[src/rtl/divcfg_load.sv]
module divcfg_load #(
  parameter int MW = 9,
  parameter int NW = 2,
  parameter int TW = 3,
  parameter int RW = 4,
  parameter int M_MIN = 125,
  parameter int M_MAX = 360,
  parameter logic [TW-1:0] TEST_SHIFT = 3'b001
) (
  input  logic          clk,
  input  logic          rst,
  input  logic          pload_n,
  input  logic          sload,
  input  logic          sclk,
  input  logic          sdata,
  input  logic [MW-1:0] m_in,
  input  logic [NW-1:0] n_in,
  output logic [MW-1:0] m_out,
  output logic [NW-1:0] n_out,
  output logic [TW-1:0] test_out,
  output logic [RW-1:0] div_ratio,
  output logic          out_of_range
);
  localparam int FW = TW + NW + MW;

  logic [1:0]    pl_sy, sl_sy, sc_sy, sd_sy;
  logic [MW-1:0] m_sy1, m_sy2;
  logic [NW-1:0] n_sy1, n_sy2;
  logic          pl_d, sl_d, sc_d;
  logic [FW-1:0] shift_q;
  logic [MW-1:0] m_q;
  logic [NW-1:0] n_q;
  logic [TW-1:0] t_q;

  logic pl_s, sl_s, sc_s, sd_s;
  logic pl_rise, sl_rise, sc_rise;

  assign pl_s    = pl_sy[1];
  assign sl_s    = sl_sy[1];
  assign sc_s    = sc_sy[1];
  assign sd_s    = sd_sy[1];
  assign pl_rise = pl_s & ~pl_d;
  assign sl_rise = sl_s & ~sl_d;
  assign sc_rise = sc_s & ~sc_d;

  always_ff @(posedge clk) begin
    if (rst) begin
      pl_sy   <= 2'b11;
      sl_sy   <= '0;
      sc_sy   <= '0;
      sd_sy   <= '0;
      m_sy1   <= '0;
      m_sy2   <= '0;
      n_sy1   <= '0;
      n_sy2   <= '0;
      pl_d    <= 1'b1;
      sl_d    <= 1'b0;
      sc_d    <= 1'b0;
      shift_q <= '0;
      m_q     <= '1;
      n_q     <= '1;
      t_q     <= '0;
    end else begin
      pl_sy <= {pl_sy[0], pload_n};
      sl_sy <= {sl_sy[0], sload};
      sc_sy <= {sc_sy[0], sclk};
      sd_sy <= {sd_sy[0], sdata};
      m_sy1 <= m_in;
      m_sy2 <= m_sy1;
      n_sy1 <= n_in;
      n_sy2 <= n_sy1;
      pl_d  <= pl_s;
      sl_d  <= sl_s;
      sc_d  <= sc_s;

      if (sc_rise && pl_s && !sl_s)
        shift_q <= {shift_q[FW-2:0], sd_s};

      if (sl_rise) begin
        {t_q, n_q, m_q} <= shift_q;
      end else if (sl_s) begin
        if (t_q == TEST_SHIFT && sc_rise)
          m_q <= {m_q[MW-2:0], sd_s};
      end else if (!pl_s || pl_rise) begin
        m_q <= m_sy2;
        n_q <= n_sy2;
        t_q <= '0;
      end
    end
  end

  assign m_out        = m_q;
  assign n_out        = n_q;
  assign test_out     = t_q;
  assign div_ratio    = (&n_q) ? RW'(1) : (RW'(2) << n_q);
  assign out_of_range = (int'(m_q) < M_MIN) || (int'(m_q) > M_MAX);
endmodule

[config.mk]
export PLATFORM = sky130hd
export DESIGN_NAME = divcfg_load
export DESIGN_NICKNAME = d
export VERILOG_FILES = /design/src/rtl/divcfg_load.sv
export SDC_FILE = /design/constraint.sdc
export NUM_CORES = 1
export LEC_CHECK = 0
export ABC_AREA = 1
export BUFFER_PORTS_ARGS = -buffer_cell sky130_fd_sc_hd__buf_2
export CORE_UTILIZATION = 34
export CTS_BUF_LIST = sky130_fd_sc_hd__clkbuf_2
export CTS_CLUSTER_DIAMETER = 60
export DETAILED_ROUTE_END_ITERATION = 6
export PLACE_DENSITY = 0.56
export SYNTH_ARGS = -nofsm -noshare
export SYNTH_HDL_FRONTEND = slang
export SYNTH_SLANG_ARGS = --single-unit
[constraint.sdc]
create_clock -name clk -period 1.9 [get_ports clk]
set_clock_uncertainty 0.05 [all_clocks]
set_input_delay 0.38 -clock clk [delete_from_list [all_inputs] [get_ports clk]]
set_output_delay 0.38 -clock clk [all_outputs]
set_load 0.02 [all_outputs]
==> impl_metrics.ini <==
[status]
status = completed

[clock_tree]
clk_path_buf_depth = 2
cts-root-buf = clkbuf_2
cts_buffers = 9
cts_max_level = 3
cts_num_sinks = 61
cts_tree = built
clk_latency_ns = 0.48
clkTransAtPathRegs_ns = 0.18

[cells_and_area]
final_cell_mix = nor2_1, nand3_1, dfxtp_1, inv_1, buf_2
layout_commonest_cell = nor2_1
nets = 381
drive_gt1_frac = 0.2493
nFillCells = 727
area_delta_synth_final_pct = 25.29
final_area_um2 = 2988
n_antenna_cell = 0
layoutNonFillerInstCount = 465

[routing]
wl_met3_um = 188
vias = 1971
m1WireLength_um = 2339
dr.max_layer_used = met4
wl_per_cell_um = 9.880
drt_iter0_drc = 174
final_antenna_net_count = 0
dr.pass1.iters = 4
drt_wl_total_um = 4594
drc = 0
route.met2.wl_um = 2042
avgViaCountPerCell = 4.239

[yosys]
synth_area_um2 = 2385
synth_top_area_frac = 0.5121
yosys.area.top_type = dfxtp_1
synthTopCellsByArea = dfxtp_1, nand3_1, nor2_1
synth-seq-cells = 61
synth_enable_flop_cells = 0
synth_cell_types = 25
synthCells = 306
synth_area_per_cell_um2 = 7.793
ys_warn_count = 0
postSynth.asyncResetShare = 0
synth_mux_area_frac = 0
synth_top_family_by_area = simple AND/OR/NAND/NOR gates
synth-main-ff-cell = dfxtp_1
synth_compound_area_frac = 0.05352
synth-xor-area-share = 0
synth_adder_area_share = 0
yosys.area_share.simple = 0.3153
seq_area_frac_synth = 0.5121
syn_nets = 323

[place]
dp_hpwl_um = 3124
gp_congestion = 0.7883
preCtsSetupSlack_ns = 0.4477
portBuffers = 35
postPlaceCellArea_um2 = 2603
place_inst = 427

[die]
core_um2 = 6794
fp.dieH_um = 85.75
die_area_um2 = 7353
die_w_um = 85.75
start_util = 0.3510
rows = 30
boundaryPins = 36

[power_and_ir_drop]
power_density_nw_per_um2 = 891.2
leakagePower_nw = 1.379
pwr-share-seq = 0.525
power.total_w = 0.002663
p_int_w = 0.001936
clock_power_share = 0.351
p_switching_w = 0.0007274
ir_drop_v = 0.0003879
sw_frac_of_total = 0.2732
combPwrFrac = 0.124

[grt]
overflow = 0
antenna_found_initial = 0
first_global_vias = 1730
grt_pass1_wl_um = 7872
grt_start_max_net_pins = 26
grt_use_total = 0.1391

[timing]
fin_ws_ns = 0.09091
period_share = 0.9522
drv_slew = 0
fmax_mhz = 552.8
finalHoldViolations = 0
finalSetupViolCount = 0
rsz0062_at_grt = true
slew_headroom = 0.7137
holdWs_ns = 0.2502
layout_min_cycle_time_ns = 1.809
worst_pin_slew_ns = 0.4294

[worst_setup_path]
critPathArrivalTime_ns = 1.38
start_kind = flip-flop
worstSetupEndpointType = output port
worstSetupPathType = flip-flop to output port
critPathMaxFanout = 4
critPathRequiredTime_ns = 1.47

[min_path]
hold_path.class = input pin to flip-flop

[job]
cap_violations = 0
## registers in the layout, summed over array words and instances (netlist names), 2 cells and up
signal,flops
m_out,9
m_sy1,9
m_sy2,9
n_out,2
n_sy1,2
n_sy2,2
pl_sy,2
sc_sy,2
sd_sy,2
shift_q,14
sl_sy,2
test_out,3
## metrics by stage
stage	TNS (ns)	utilization
final	0	0.4398
after global routing	-0.06334	0.4398
after CTS	0	0.4350
after detailed placement	0	0.3831
after global placement	0	0.3831
after floorplan	0	-
## cell usage after synthesis (3+ instances only)
master     n
nor2_1    64
dfxtp_1   61
nand3_1   58
inv_1     43
nand2_1   26
o21ai_0   13
buf_6      6
a21oi_2    3
clkbuf_1   3
inv_2      3
nand2_2    3
nand4_1    3
or2_2      3
## final timing paths
| check | start | endpoint | slack, ns | depth (start not counted) |
|---|---|---|---|---|
| worst max-delay path | m_out[4] | out_of_range | 0.09 | 7 |
| worst max register to register | sl_sy[1] | n_out[0] | 0.44 | 6 |
| worst min-delay path | rst | n_sy1[1] | 0.25 | 2 |
| worst min register to register | m_sy1[8] | m_sy2[8] | 0.36 | 2 |
## what timing repair did
action,in CTS,in global routing
gates resized for setup,12,9
hold buffers,15,0
buffers inserted,5,2
gates cloned,0,0
endpoints found under the setup margin,1,1
hold endpoints to repair,15,0
pin swaps,2,4
## cells by family after synthesis
group                  count (synthesis)
DFF                                   61
buffers and inverters                 61
and+or+nand+nor                      162
AOI/OAI and AO/OA                     22
## worst max-delay path: stages (launching register included)
cell and delay [ns]:
dfxtp_4 0.39, inv_2 0.04, nand2_1 0.04, nor2_1 0.11, nand4_1 0.09, nand2_1 0.07, nand2_1 0.06, buf_6 0.13
## layer usage
metal  up-vias  GRT usage
met5         -          0
met4         0    0.05000
met3         2    0.06064
met2        48     0.2080
met1       845     0.1782
li1       1076          -
## power by group through the flow
stage / Combinational [W] / Sequential (W) / Clock, W
2_1_floorplan: 0.000187 / 0.00144 / 0
3_3_place_gp: 0.000273 / 0.00143 / 0
3_5_place_dp: 0.000276 / 0.00143 / 0
4_1_cts: 0.000323 / 0.00140 / 0.000975
5_1_grt: 0.000374 / 0.00141 / 0.00105
6_report: 0.000330 / 0.00140 / 0.000934
## area by class of cell
class	count	area, um^2	share of cell area
Inverter	47	176.4	0.05905
Multi-Input combinational cell	184	887.1	0.2969
Timing Repair Buffer	61	414.1	0.1386
Clock buffer	9	45.04	0.01508
Tap cell	96	120.1	0.04020
Clock inverter	7	98.84	0.03308
Sequential cell	61	1246	0.4171
(Power assumes the default switching activity.)
